[src/rtl/xt_pkg.sv]
package xt_pkg;

    // Segment geometry: one supply pin, signal pins, one ground pin.
    localparam int SEG_PINS      = 5;
    localparam int SIG_PINS      = SEG_PINS - 2;
    localparam int RULE_CNT      = 3 * SEG_PINS - 4;
    localparam int RULES_PER_SIG = 3;
    localparam int VDD_BIT       = 0;
    localparam int VSS_BIT       = RULE_CNT - 1;
    localparam int VAL_W         = 8;

    // Three-valued transition code held in two bits.
    typedef enum logic [1:0] {
        TR_STILL = 2'b00,
        TR_RISE  = 2'b01,
        TR_FALL  = 2'b11
    } trit_e;

    typedef struct packed {
        logic rise_bad;
        logic fall_bad;
        logic still_bad;
    } pin_viol_t;

    function automatic trit_e trit_of(input logic old_v, input logic new_v);
        if (old_v == new_v) return TR_STILL;
        return new_v ? TR_RISE : TR_FALL;
    endfunction

    // The lower- and higher-indexed partners of signal pin i among the three.
    function automatic int partner_lo(input int i);
        return (i == 0) ? 1 : 0;
    endfunction

    function automatic int partner_hi(input int i);
        return (i == SIG_PINS - 1) ? SIG_PINS - 2 : SIG_PINS - 1;
    endfunction

    function automatic int pin_dist(input int a, input int b);
        return (a > b) ? a - b : b - a;
    endfunction

endpackage

[src/rtl/xt_trit_enc.sv]
module xt_trit_enc
    import xt_pkg::*;
#(
    parameter int N = SIG_PINS
) (
    input  logic                [N-1:0] old_bits,
    input  logic                [N-1:0] new_bits,
    output xt_pkg::trit_e [N-1:0]       codes
);

    for (genvar g = 0; g < N; g++) begin : g_bit
        assign codes[g] = trit_of(old_bits[g], new_bits[g]);
    end

endmodule

[src/rtl/xt_pin_rule.sv]
module xt_pin_rule
    import xt_pkg::*;
#(
    parameter int W = VAL_W
) (
    input  xt_pkg::trit_e       self_t,
    input  xt_pkg::trit_e       nb_a,
    input  xt_pkg::trit_e       nb_b,
    input  logic signed [W-1:0] w_a,
    input  logic signed [W-1:0] w_b,
    input  logic signed [W-1:0] lim_static,
    input  logic signed [W-1:0] lim_rise,
    input  logic signed [W-1:0] lim_fall,
    output xt_pkg::pin_viol_t   bad
);

    // Two terms of magnitude up to 2^(W-1), plus negation headroom.
    localparam int SW = W + 2;

    function automatic logic signed [SW-1:0] ext(input logic signed [W-1:0] v);
        return {{(SW-W){v[W-1]}}, v};
    endfunction

    function automatic logic signed [SW-1:0] term(input trit_e t, input logic signed [W-1:0] w);
        case (t)
            TR_RISE: return ext(w);
            TR_FALL: return -ext(w);
            default: return '0;
        endcase
    endfunction

    logic signed [SW-1:0] sum;
    logic signed [SW-1:0] win_hi;
    logic signed [SW-1:0] win_lo;

    always_comb begin
        sum    = term(nb_a, w_a) + term(nb_b, w_b);
        win_hi = ext(lim_static);
        win_lo = -win_hi;
        bad.rise_bad  = (self_t == TR_RISE)  && !(sum > ext(lim_rise));
        bad.fall_bad  = (self_t == TR_FALL)  && !(sum < ext(lim_fall));
        bad.still_bad = (self_t == TR_STILL) && !((sum > win_lo) && (sum < win_hi));
    end

endmodule

[src/rtl/xt_supply_rule.sv]
module xt_supply_rule
    import xt_pkg::*;
#(
    parameter int            W     = VAL_W,
    parameter int            N     = SIG_PINS,
    parameter xt_pkg::trit_e WATCH = TR_RISE
) (
    input  xt_pkg::trit_e [N-1:0] codes,
    input  logic signed [W-1:0]   z_step,
    input  logic signed [W-1:0]   lim,
    output logic                  bad
);

    // Room for z_step times N, and for twice the limit.
    localparam int BW = W + $clog2(N + 1) + 1;

    logic signed [BW-1:0] zx;
    logic signed [BW-1:0] acc;
    logic signed [BW-1:0] bound;

    always_comb begin
        zx    = {{(BW-W){z_step[W-1]}}, z_step};
        bound = {{(BW-W){lim[W-1]}}, lim};
        bound = bound + bound;
        acc   = '0;
        for (int i = 0; i < N; i++) begin
            if (codes[i] == WATCH) acc = acc + zx;
        end
        bad = !(acc < bound);
    end

endmodule

[src/rtl/xt_transition_check.sv]
module xt_transition_check
    import xt_pkg::*;
#(
    parameter int W = VAL_W
) (
    input  logic [SIG_PINS-1:0] prev_word,
    input  logic [SIG_PINS-1:0] next_word,
    input  logic signed [W-1:0] k_near,
    input  logic signed [W-1:0] k_far,
    input  logic signed [W-1:0] z_step,
    input  logic signed [W-1:0] lim_static,
    input  logic signed [W-1:0] lim_rise,
    input  logic signed [W-1:0] lim_fall,
    input  logic signed [W-1:0] lim_bounce,
    output logic [RULE_CNT-1:0] viol,
    output logic                legal
);

    trit_e [SIG_PINS-1:0] codes;

    xt_trit_enc #(.N(SIG_PINS)) u_enc (
        .old_bits (prev_word),
        .new_bits (next_word),
        .codes    (codes)
    );

    for (genvar g = 0; g < SIG_PINS; g++) begin : g_pin
        localparam int LO   = partner_lo(g);
        localparam int HI   = partner_hi(g);
        localparam int BASE = 1 + RULES_PER_SIG * g;
        pin_viol_t pv;

        xt_pin_rule #(.W(W)) u_rule (
            .self_t     (codes[g]),
            .nb_a       (codes[LO]),
            .nb_b       (codes[HI]),
            .w_a        ((pin_dist(LO, g) == 1) ? k_near : k_far),
            .w_b        ((pin_dist(HI, g) == 1) ? k_near : k_far),
            .lim_static (lim_static),
            .lim_rise   (lim_rise),
            .lim_fall   (lim_fall),
            .bad        (pv)
        );

        assign viol[BASE]     = pv.rise_bad;
        assign viol[BASE + 1] = pv.fall_bad;
        assign viol[BASE + 2] = pv.still_bad;
    end

    xt_supply_rule #(.W(W), .N(SIG_PINS), .WATCH(TR_RISE)) u_vdd (
        .codes  (codes),
        .z_step (z_step),
        .lim    (lim_bounce),
        .bad    (viol[VDD_BIT])
    );

    xt_supply_rule #(.W(W), .N(SIG_PINS), .WATCH(TR_FALL)) u_vss (
        .codes  (codes),
        .z_step (z_step),
        .lim    (lim_bounce),
        .bad    (viol[VSS_BIT])
    );

    assign legal = ~|viol;

endmodule

[config.mk]
export PLATFORM = sky130hd
export DESIGN_NAME = xt_transition_check
export DESIGN_NICKNAME = d
export VERILOG_FILES = /design/src/rtl/xt_pkg.sv /design/src/rtl/xt_trit_enc.sv /design/src/rtl/xt_pin_rule.sv /design/src/rtl/xt_supply_rule.sv /design/src/rtl/xt_transition_check.sv
export SDC_FILE = /design/constraint.sdc
export NUM_CORES = 1
export LEC_CHECK = 0
export BUFFER_PORTS_ARGS = -buffer_cell sky130_fd_sc_hd__buf_2
export CORE_MARGIN = 5
export CORE_UTILIZATION = 45
export DETAILED_ROUTE_END_ITERATION = 10
export GPL_ROUTABILITY_DRIVEN = 1
export SLEW_MARGIN = 40
export SYNTH_ARGS = -nofsm -noshare
export SYNTH_HDL_FRONTEND = slang
export SYNTH_SLANG_ARGS = --single-unit
[constraint.sdc]
create_clock -name vclk -period 11.5
set_input_delay 2.3 -clock vclk [all_inputs]
set_output_delay 2.3 -clock vclk [all_outputs]
set_load 0.005 [all_outputs]
* Word-level counts from Yosys, hierarchy flattened
Index checks and enable logic that the tools add are counted. Widths: inputs -> output; s select.
Operators by class: div/mod/pow operators 0, $add $sub $neg 11, bitwise logic cells 0, equality and inequality tests 9, order comparisons 14, $mul 0, shifts and indexed selects 0, mux-type cells 23, reduce and logical (&&, ||, !) cells 28
Operators by type and width (count):
- $pmux 10 s2 | 5
- $mux 11 | 6
- $lt 10x8->1 | 6
- $add 11x8->11 | 4
- $add 10x10->10 | 3
- $gt 10x10->1 | 3
- $gt 10x8->1 | 3
- $neg 8->10 | 3
- $lt 11x11->1 | 2
- $mux 2 | 9
- $logic_and 1x1->1 | 12
- $logic_not 1->1 | 12
- $reduce_or 11->1 | 1
- $add 8x8->9 | 1
- $eq 2x1->1 const B | 3
- $eq 2x2->1 const B | 3
- $logic_not 2->1 | 3
- $eq 1x1->1 | 3
- $mux 1 | 3
Word-level totals: bits in read-only memories 0, latch bits 0, memory bits (writable) 0, flip-flop bits (word level) 0, memories 0, output and inout port bits 12

* Longest topological paths before layout
Gate-level depths: netlist (run 1).
depth in word-level cells 13, gate-level depth with buffers 23, depth with buffers taken out 21

* By module
Synthesis (run 1) repeated with hierarchy kept, for this count alone.
Unflattened totals: cells, all modules 1062, area total of the unflattened synthesis 7682.4 µm²
Modules (own cells, without submodules):
- xt_pin_rule at g_pin[0].u_rule ... | instances 2, cells each 271, area each 1934.4 µm²
- xt_pin_rule at g_pin[1].u_rule | instances 1, cells each 262, area each 1885.6 µm²
- xt_supply_rule at u_vdd | instances 1, cells each 125, area each 930.9 µm²
- xt_supply_rule at u_vss | instances 1, cells each 120, area each 913.4 µm²
- xt_trit_enc | instances 1, cells each 9, area each 60.1 µm²
- xt_transition_check | instances 1, cells each 4, area each 23.8 µm²

* Worst setup path before layout (run 1)
No wires, ideal clock.
path kind input-to-output, from input port prev_word[0], to output port legal, stages 22, arrival 6.822 ns, slack 2.378 ns, path buffers 2, data required time 9.200 ns, path through inv_1 > ha_1 > clkbuf_1 > buf_1 > a22oi_1 > nor2_1 > ha_1 > a21o_1 > a21oi_1 > nor2b_1 > o21a_1 > o41ai_1 > o21ai_0 > xnor2_1 > ha_1 > nand4_2 > nor3_2 > o21ai_1 > o211a_1 > o41a_1 > or4_1 > nor4_2
RTL lines:
- start, declared | line xt_transition_check.sv:6 | input logic [SIG_PINS-1:0] prev_word,
- $eq 1x1->1 (*) | line xt_pkg.sv:26 | if (old_v == new_v) return TR_STILL;
- $mux 1 (*) | line xt_pkg.sv:26
- $mux 2 (*) | line xt_pkg.sv:27 | return new_v ? TR_RISE : TR_FALL;
- $eq 2x2->1 / $eq 2x1->1 (equally long branches) | line xt_pin_rule.sv:25 | case (t)
- $pmux 10 s2 (*) | line xt_pin_rule.sv:25
- $add 10x10->10 (*) | line xt_pin_rule.sv:37 | sum = term(nb_a, w_a) + term(nb_b, w_b);
- $gt 10x10->1 / $lt 10x8->1 (equally long branches) | line xt_pin_rule.sv:42 | bad.still_bad = (self_t == TR_STILL) && !((sum > win_lo) && (sum < win_hi));
- $logic_and 1x1->1 (*) | line xt_pin_rule.sv:42
- $logic_not 1->1 (*) | line xt_pin_rule.sv:42
- $logic_and 1x1->1 (*) | line xt_pin_rule.sv:42
- net viol[9] | line xt_transition_check.sv:15 | output logic [RULE_CNT-1:0] viol,
- $reduce_or 11->1 (*) | line xt_transition_check.sv:64 | assign legal = ~|viol;
- $logic_not 1->1 (*) | line xt_transition_check.sv:64
- end, declared | line xt_transition_check.sv:16 | output logic legal
Mark *: on every way through the listed nets, which the timed path passes. The rest lies on a longest branch.

* Final worst setup path (run 1)
from input port prev_word[1], to output port legal
Between the ends: cells in the longest elaborated chain, start to end 12
Ends and longest elaborated chain (line):
- $eq 1x1->1 (*) | xt_pkg.sv:26
- $mux 1 (*) | xt_pkg.sv:26
- $mux 2 (*) | xt_pkg.sv:27
- $eq 2x2->1 / $eq 2x1->1 (equally long branches)
- $pmux 10 s2 | xt_pin_rule.sv:25
- $add 10x10->10 | xt_pin_rule.sv:37
- $gt 10x10->1 / $lt 10x8->1 (equally long branches) | xt_pin_rule.sv:42
- $logic_and 1x1->1 | xt_pin_rule.sv:42
- $logic_not 1->1 | xt_pin_rule.sv:42
- $logic_and 1x1->1 | xt_pin_rule.sv:42
- $reduce_or 11->1 (*) | xt_transition_check.sv:64
- $logic_not 1->1 (*) | xt_transition_check.sv:64
Mark *: on every way between the ends. The rest lies on a longest branch, timed or not.

==> results of run 1 <==
[power by group through the flow]
stage	clock [mW]	combinational [mW]	sequential, mW
detailed placement	0	0.398	0
global route	0	0.455	0
finish	0	0.402	0
CTS	0	0.401	0
global placement	0	0.396	0
floorplan	0	0.284	0
[worst min-delay path: stages]
cell and delay (ps):
buf_2 120, ha_1 240, nand2_1 70, a31oi_1 160, buf_2 140
[worst min-delay path by stage]
stage | startpoint | endpoint | slack, ps | cells after the start
after floorplan | next_word[2] | viol[9] | 4890 | 2
after detailed placement | lim_rise[0] | viol[4] | 5320 | 5
after global placement | lim_rise[0] | viol[4] | 5340 | 5
after global routing | lim_rise[0] | viol[4] | 5350 | 5
final | lim_rise[0] | viol[4] | 5330 | 5
after CTS | lim_rise[0] | viol[4] | 5330 | 5
[layer usage]
metal	part of all wire, %	routed length [microns]	GRT usage [%]
met2	46	8884	39.40
met4	2.0	397	4.156
met1	48	9312	31.95
met3	4.7	926	1.637
met5	0	0	0
[Yosys cell counts, types with 5 or more instances]
cell type / count / area share (%)
ha_1: 188 / 36
inv_1: 94 / 5.5
a21oi_1: 76 / 5.9
nand2_1: 67 / 3.9
nor2_1: 66 / 3.8
xnor2_1: 40 / 5.4
o21ai_0: 37 / 2.9
a22oi_1: 29 / 3.4
a21o_1: 28 / 3.3
nor3_1: 21 / 1.6
xor2_1: 20 / 2.7
clkbuf_1: 14 / 0.81
nand2b_1: 13 / 1.3
nand3_1: 13 / 1.0
a31oi_1: 12 / 1.2
nor2b_1: 11 / 1.1
o211ai_1: 11 / 1.3
nand4_1: 10 / 0.97
o21a_1: 10 / 1.2
a22o_1: 7 / 0.95
a211oi_1: 6 / 0.70
a21boi_0: 6 / 0.70
buf_1: 6 / 0.35
fa_1: 5 / 1.6
o21bai_1: 5 / 0.58
or2_2: 5 / 0.48
[final cells by class]
| cell class | instances | share of cell area, % |
|---|---|---|
| Inverter | 94 | 5.033 |
| Multi-Input combinational cell | 765 | 85.51 |
| Tap cell | 180 | 3.213 |
| Timing Repair Buffer | 83 | 6.247 |
[cells by family after synthesis]
logic type	share of synthesized area (%)
buffers and inverters	7.061
adder cells (fa/ha/maj)	38.02
multiplexers	1.319
AO/OA/AOI/OAI	28.09
XOR/XNOR	8.148
AND/OR/NAND/NOR	17.36
[through the flow]
| stage | util, % | hold slack [ps] | instance area (sq um) | worst slack [ps] |
|---|---|---|---|---|
| floorplan | - | 4889 | 6450 | 2378 |
| global placement | 50.12 | 5338 | 7010 | 1727 |
| detailed placement | 50.12 | 5322 | 7010 | 1583 |
| CTS | 50.12 | 5327 | 7010 | 1563 |
| global route | 50.12 | 5355 | 7010 | 1155 |
| finish | 50.12 | 5330 | 7010 | 1583 |
==> summary.md, run 1 <==
| Metric | Value |
|---|---|
| Status | complete, no violations |
| Design Power | 402.1 uW |
| Sequential cell area | 0 sq um |
| Core area | 0.01399 sq mm |
| Endpoints failing hold | 0 |
| Largest net degree at the start of global routing | 33 |
| Syn Nets | 1138 |
| Critical Path, Cell by Cell | buf_2 -> inv_1 -> ha_1 -> buf_4 -> a22oi_1 -> or2_2 -> inv_1 -> ha_1 -> a21o_1 -> a21oi_1 -> nor2b_1 -> o21a_1 -> o41ai_1 -> o21ai_0 -> xnor2_1 -> ha_1 -> nand4_2 -> nor3_2 -> o21ai_1 -> o211a_1 -> o41a_1 -> or4_1 -> nor4_2 -> buf_2 |
| Max_cap viols | 0 |
| Die area | 0.01683 sq mm |
| Cell Rows | 43 |
| Cell Pwr Density | 57.35 mW/mm^2 |
| Pins over their slew limit | 0 |
| TNS Setup | 0 ps |
| WP depth | 24 |
| Final Cycle Share | 86.24% |
| Final setup viols | 0 |
| Crit path capture | legal |
| Clkbuf count | 0 |
| Slowest cell on the critical path | or4_1 |
| Layout area overhead | 8.691% |
| CP Launch Point | prev_word[1] |
| Routed WL | 19.52 mm |
| Yosys cell types | 71 |
| Nets | 1199 |
| Post-DP HPWL | 16.62 mm |
| Drt initial violations | 393 |
| Residual DRC count | 0 |
| Crit path top cell by count | ha_1 |
| Crit path launch type | input pin |
| FF+latch count | 0 |
| Drt via density | 5.792 |
| Part of the power in registers | 0% |
| Buf+Inv Stages, Crit Path | 5 |
| Die X | 129.7 microns |
| Worst slew margin | 48.90% |
| Commonest non-fill, non-tap cell in the layout | ha_1 |
| Routability congestion estimate | 0.9150 |
| Vias in the first global route | 6165 |
| Worst setup path class | in2out |
| WL/cell | 17.40 microns |
| Sequential area share after synthesis | 0% |
| RSZ-0062 raised after global routing | no |
| Clk pwr share | 0% |
| Fillers | 1497 |
| Switch share | 58.51% |
| Hold buffers post-CTS | 0 |
| Cell family with most CP delay | compound AO/OA/AOI/OAI gates |
| First-pass GRT wire length | 31.55 mm |
| CP arrival | 7620 ps |
| Initial Util | 46.11% |
| Drt first pass iters | 5 |
| Yosys warns | 0 |
| Initial antenna violation count | 0 |
| Syn_area_per_cell | 7.305 sq um |
| Die Ht | 129.7 microns |
| Commonest cells after routing, fill and taps aside | ha_1, inv_1, a21oi_1 |
| Post-Syn Area | 0.006450 sq mm |
| Final std cells w/o fill | 1122 |
| Logic pwr share | 100.0% |
| Gate Count Post-Synth | 883 |
| Min-Delay Path Class | in2out |
| Peak VDD IR | 0.02374 mV |
| I/O pin count | 74 |
| Worst-Margin Slew | 761.0 ps |
| PostCTS Resize Cnt | 0 |
| Layout cells sized above 1 | 10.93% |
| Multi-input logic area | 0.005995 sq mm |
| Int Pwr | 166.8 uW |
| DR vias | 6499 |
| Fmax | 100.8 MHz |
| Post-CTS Setup Inserts | 0 |
| Placed Cells | 1122 |
| Antenna Violating Nets Remaining | 0 |
| Crit end category | primary output |
| Crit path max fanout | 9 |
| Required @ worst endpoint | 9200 ps |
| Pleak | 3.782 nW |
| Total gr overflow | 0 |
| Crit path time final | 9917 ps |
| Critical Path Max Stage Delay | 530 ps |
| Buffers on Ports | 74 |
| Antenna diode count | 0 |
| All-Layer GR Usage | 22.96% |
| P_sw | 235.2 uW |
No activity file was read; power rests on OpenSTA's default activity.
==> run 2, diff against run 1 <==
SYNTH_HIERARCHICAL = 1   (was unset)
==> summary.md, run 2 <==
| Metric | Value |
|---|---|
| Status | complete, no violations |
| Antenna Violating Nets Remaining | 0 |
| Final core utilization | 50.00% |
| Crit path top cell by count | o21ai_0 |
| Post-synth top area share | 31.11% |
| Post-route cell area | 0.008322 sq mm |
| Buffers on Ports | 74 |
| Worst-Margin Slew | 763.7 ps |
| WL/cell | 15.78 microns |
| Drt initial violations | 336 |
| Commonest non-fill, non-tap cell in the layout | ha_1 |
| Crit path time final | 9667 ps |
| Critical Path, Cell by Cell | buf_2 -> inv_1 -> ha_2 -> clkinv_1 -> nand2b_4 -> xor2_4 -> a22oi_1 -> fa_1 -> nor2b_1 -> o21ai_0 -> nand2b_1 -> xnor2_1 -> o21ai_0 -> ha_1 -> o21ai_0 -> a21oi_1 -> a2111oi_0 -> o21ai_0 -> a31o_2 -> nor4_1 -> and3_1 -> buf_2 |
| Syn_area_per_cell | 7.234 sq um |
| Drt via density | 5.587 |
| Design Power | 634.9 uW |
| TNS Setup | 0 ps |
| Placed Area | 0.008322 sq mm |
| Place WS | 1879 ps |
| CP arrival | 7370 ps |
| Crit path launch type | input pin |
| Sequential area share after synthesis | 0% |
| CP Launch Point | next_word[1] |
| Initial antenna violation count | 0 |
| Placed Cells | 1350 |
| DR vias | 7542 |
| Slowest cell on the critical path | clkinv_1 |
| Fmax | 103.4 MHz |
| Endpoints failing hold | 0 |
| I/O pin count | 74 |
| Vias in the first global route | 7078 |
| Final WS setup | 1833 ps |
| PostCTS Resize Cnt | 0 |
| Nets | 1390 |
| Peak VDD IR | 0.03952 mV |
| Initial Util | 46.16% |
| Cell Rows | 47 |
| Cell family with most CP delay | compound AO/OA/AOI/OAI gates |
| Sequential cell area | 0 sq um |
| Post-DP HPWL | 18.00 mm |
| Final hold slack | 5259 ps |
| Post-Syn Area | 0.007682 sq mm |
| Syn Nets | 1320 |
| Pins over their slew limit | 0 |
| Max_cap viols | 0 |
| Largest net degree at the start of global routing | 30 |
| Core area | 0.01664 sq mm |
| Final Cycle Share | 84.06% |
| Synth top cells by count | ha_1, inv_1, nand2_1 |
| Routed WL | 21.30 mm |
| Final setup viols | 0 |
| Layout cells sized above 1 | 9.646% |
| Worst setup path class | in2out |
| Cell Pwr Density | 76.30 mW/mm^2 |
| Required @ worst endpoint | 9200 ps |
| Routability congestion estimate | 0.8596 |
| FF+latch count | 0 |
| Layout area overhead | 8.322% |
| Gate Count Post-Synth | 1062 |
| Total gr overflow | 0 |
| Die area | 0.01979 sq mm |
| Residual DRC count | 0 |
| Largest area contributor in the synthesized netlist | ha_1 |
| Min-Delay Path Class | in2out |
| Commonest cells after routing, fill and taps aside | ha_1, inv_1, nand2_1 |
| Crit end category | primary output |
| RSZ-0062 raised after global routing | no |
| Antenna diode count | 0 |
| Buf+Inv Stages, Crit Path | 4 |
| WP depth | 22 |
| Yosys warns | 6 |
| Pleak | 4.338 nW |
| Yosys cell types | 68 |
| Crit path max fanout | 26 |
| Clkbuf count | 0 |
| Critical Path Max Stage Delay | 590 ps |
| Synth area leaders | ha_1, xnor2_1, inv_1 |
| Worst slew margin | 48.77% |
| Post-CTS Setup Inserts | 0 |
| Die X | 140.7 microns |
| All-Layer GR Usage | 20.34% |
| Crit path capture | legal |
| Top-count cell post-synth | ha_1 |
| Final std cells w/o fill | 1350 |
| First-pass GRT wire length | 34.12 mm |
| Drt first pass iters | 5 |
| Die Ht | 140.7 microns |
| Hold buffers post-CTS | 0 |
| Fillers | 1714 |
## run 2: worst min path at each step
stage | from | end | depth (start not counted)
after floorplan | lim_fall[5] | viol[5] | 4
after global placement | lim_bounce[7] | viol[10] | 5
after detailed placement | lim_bounce[7] | viol[10] | 5
after CTS | lim_bounce[7] | viol[10] | 5
after global routing | lim_bounce[7] | viol[10] | 5
final | lim_bounce[7] | viol[10] | 5
## run 2: logic make-up after synthesis
logic type,Yosys count,share of synthesized area [%]
compound gates,269,24.06
xor+xnor,99,11.97
simple gates,345,23.44
fa+ha+maj,196,32.41
buf+inv,147,7.182
mux,6,0.9446
## run 2: power breakdown
| part | leakage [nW] | switching [mW] | total [mW] | internal, mW |
|---|---|---|---|---|
| clock | 0 | 0 | 0 | 0 |
| sequential | 0 | 0 | 0 | 0 |
| combinational | 4.34 | 0.363 | 0.635 | 0.272 |
## run 2: cell type report
class / count / area (sq um) / share of cell area (%)
Inverter: 138 / 518.0 / 6.225
Multi-Input combinational cell: 915 / 7136 / 85.75
Tap cell: 220 / 275.3 / 3.308
Timing Repair Buffer: 77 / 392.9 / 4.721
## run 2: routing by layer
metal  vias to the layer above  part of all wire (%)  GRT usage (%)
li1                       3929                     -              -
met1                      3476                    47          26.72
met2                       119                    48          37.80
met3                        18                   3.2         0.6773
met4                         0                   1.7          2.805
met5                         -                     0              0
==> run 3, diff against run 2 <==
PLACE_DENSITY = 0.66   (was unset)
clock period = 8.3 ns   (was 11.5 ns; I/O delays follow)
==> summary.md, run 3 (synthesized netlist as in run 2, its figures left out) <==
| Metric | Value |
|---|---|
| Status | complete, no violations |
| Clkbuf count | 0 |
| Crit path launch type | input pin |
| Final core utilization | 50.44% |
| Worst setup path class | in2out |
| Endpoints failing hold | 0 |
| Antenna Violating Nets Remaining | 0 |
| All-Layer GR Usage | 20.94% |
| Initial antenna violation count | 0 |
| RSZ-0062 raised after global routing | no |
| Cell Pwr Density | 106.8 mW/mm^2 |
| Critical Path Max Stage Delay | 440 ps |
| Max_cap viols | 0 |
| Logic pwr share | 100.0% |
| Hold buffers post-CTS | 0 |
| Nets | 1399 |
| GRT met1 Usage | 25.84% |
| Pins over their slew limit | 0 |
| Min-Delay Path Class | in2out |
| I/O pin count | 74 |
| Post-DP HPWL | 18.79 mm |
| FF+latch count | 0 |
| Sequential cell area | 0 sq um |
| WL/cell | 15.99 microns |
| Routing usage on met3 | 1.219% |
| Int Pwr | 384.5 uW |
| Crit path top cell by count | inv_1 |
| TNS Setup | 0 ps |
| Initial Util | 46.16% |
| Final WS setup | 284.8 ps |
| Layout cells sized above 1 | 10.45% |
| Total gr overflow | 0 |
| Largest net degree at the start of global routing | 24 |
| Routability congestion estimate | 0.9376 |
| Final Cycle Share | 96.57% |
| Residual DRC count | 0 |
| Critical Path, Cell by Cell | buf_2 -> inv_1 -> ha_2 -> inv_1 -> buf_4 -> and2_1 -> ha_1 -> inv_1 -> fa_1 -> nor2b_1 -> o21ai_0 -> a21oi_1 -> nor2_1 -> xnor2_1 -> ha_1 -> nand4_1 -> nor2_1 -> and3_1 -> o311ai_0 -> o21ba_2 -> nor4_1 -> and3_1 -> buf_2 |
| DR vias | 7748 |
| Required @ worst endpoint | 6640 ps |
| Final setup viols | 0 |
| Drt first pass iters | 5 |
| Core area | 0.01664 sq mm |
| Die area | 0.01979 sq mm |
| Worst slew margin | 54.50% |
| First-pass GRT wire length | 35.20 mm |
| Place WS | 182.7 ps |
| Cell Rows | 47 |
| Fmax | 124.8 MHz |
| Slowest cell on the critical path | xnor2_1 |
| Antenna diode count | 0 |
| Clk pwr share | 0% |
| Routed WL | 21.73 mm |
| Buffers on Ports | 74 |
| Peak VDD IR | 0.06460 mV |
| Placed Cells | 1357 |
| Crit path time final | 8015 ps |
| Die X | 140.7 microns |
| M2 GR Usage | 39.52% |
| Hold depth | 4 |
| Crit path max fanout | 10 |
| Worst-Margin Slew | 677.7 ps |
| Layout area overhead | 9.267% |
| Design Power | 896.5 uW |
| P_sw | 512.0 uW |
| Crit end category | primary output |
| CP arrival | 6360 ps |
| Pleak | 4.388 nW |
| Die Ht | 140.7 microns |
| Commonest non-fill, non-tap cell in the layout | ha_1 |
| Final std cells w/o fill | 1359 |
| Fillers | 1717 |
| Vias in the first global route | 7345 |
| GRT busiest layer | met2 |
| Drt initial violations | 394 |
| Commonest cells after routing, fill and taps aside | ha_1, inv_1, nand2_1 |
| Drt via density | 5.701 |
| Switch share | 57.11% |
| Part of the power in registers | 0% |
## run 3: final cells by class
class	count	area [sq um]	share of cell area (%)
inverters	138	518.0	6.171
multi-input cells	915	7141	85.06
well taps	220	275.3	3.279
repair buffers	86	460.4	5.485
## run 3: timing repair
action                     in CTS  in global routing
setup endpoints to repair       0                  1
resized for setup               0                  4
hold endpoints to repair        0                  0
setup buffers                   0                  2
## run 3: path summary, 6_finish.rpt
| check | from | endpoint |
|---|---|---|
| max | next_word[2] | legal |
| min | prev_word[2] | viol[9] |
## run 3: metrics by stage
step | cell area (sq um) | hold WS [ps]
floorplan | 7682 | 3647
global placement | 8369 | 3947
detailed placement | 8369 | 3965
CTS | 8369 | 3964
global route | 8394 | 3994
finish | 8394 | 3950
## run 3: critical path, delay by kind of cell
family / cells / cell delay (ps)
buffers and inverters: 6 / 800
AO/OA/AOI/OAI: 4 / 930
adder cells (fa/ha/maj): 4 / 1140
XOR/XNOR: 1 / 440
AND/OR/NAND/NOR: 8 / 1370
## run 3: layer usage
metal	vias up	part of all wire (%)	routed length, microns
met5	-	0	0
met4	0	2.7	584
met3	41	3.4	730
met2	148	50	10840
met1	3617	44	9578
li1	3942	-	-
## run 3: power by group through the flow
| stage | combinational, mW | sequential (mW) | clock (mW) |
|---|---|---|---|
| 2_1_floorplan | 0.640 | 0 | 0 |
| 3_3_place_gp | 0.879 | 0 | 0 |
| 3_5_place_dp | 0.890 | 0 | 0 |
| 4_1_cts | 0.896 | 0 | 0 |
| 5_1_grt | 1.02 | 0 | 0 |
| 6_report | 0.896 | 0 | 0 |
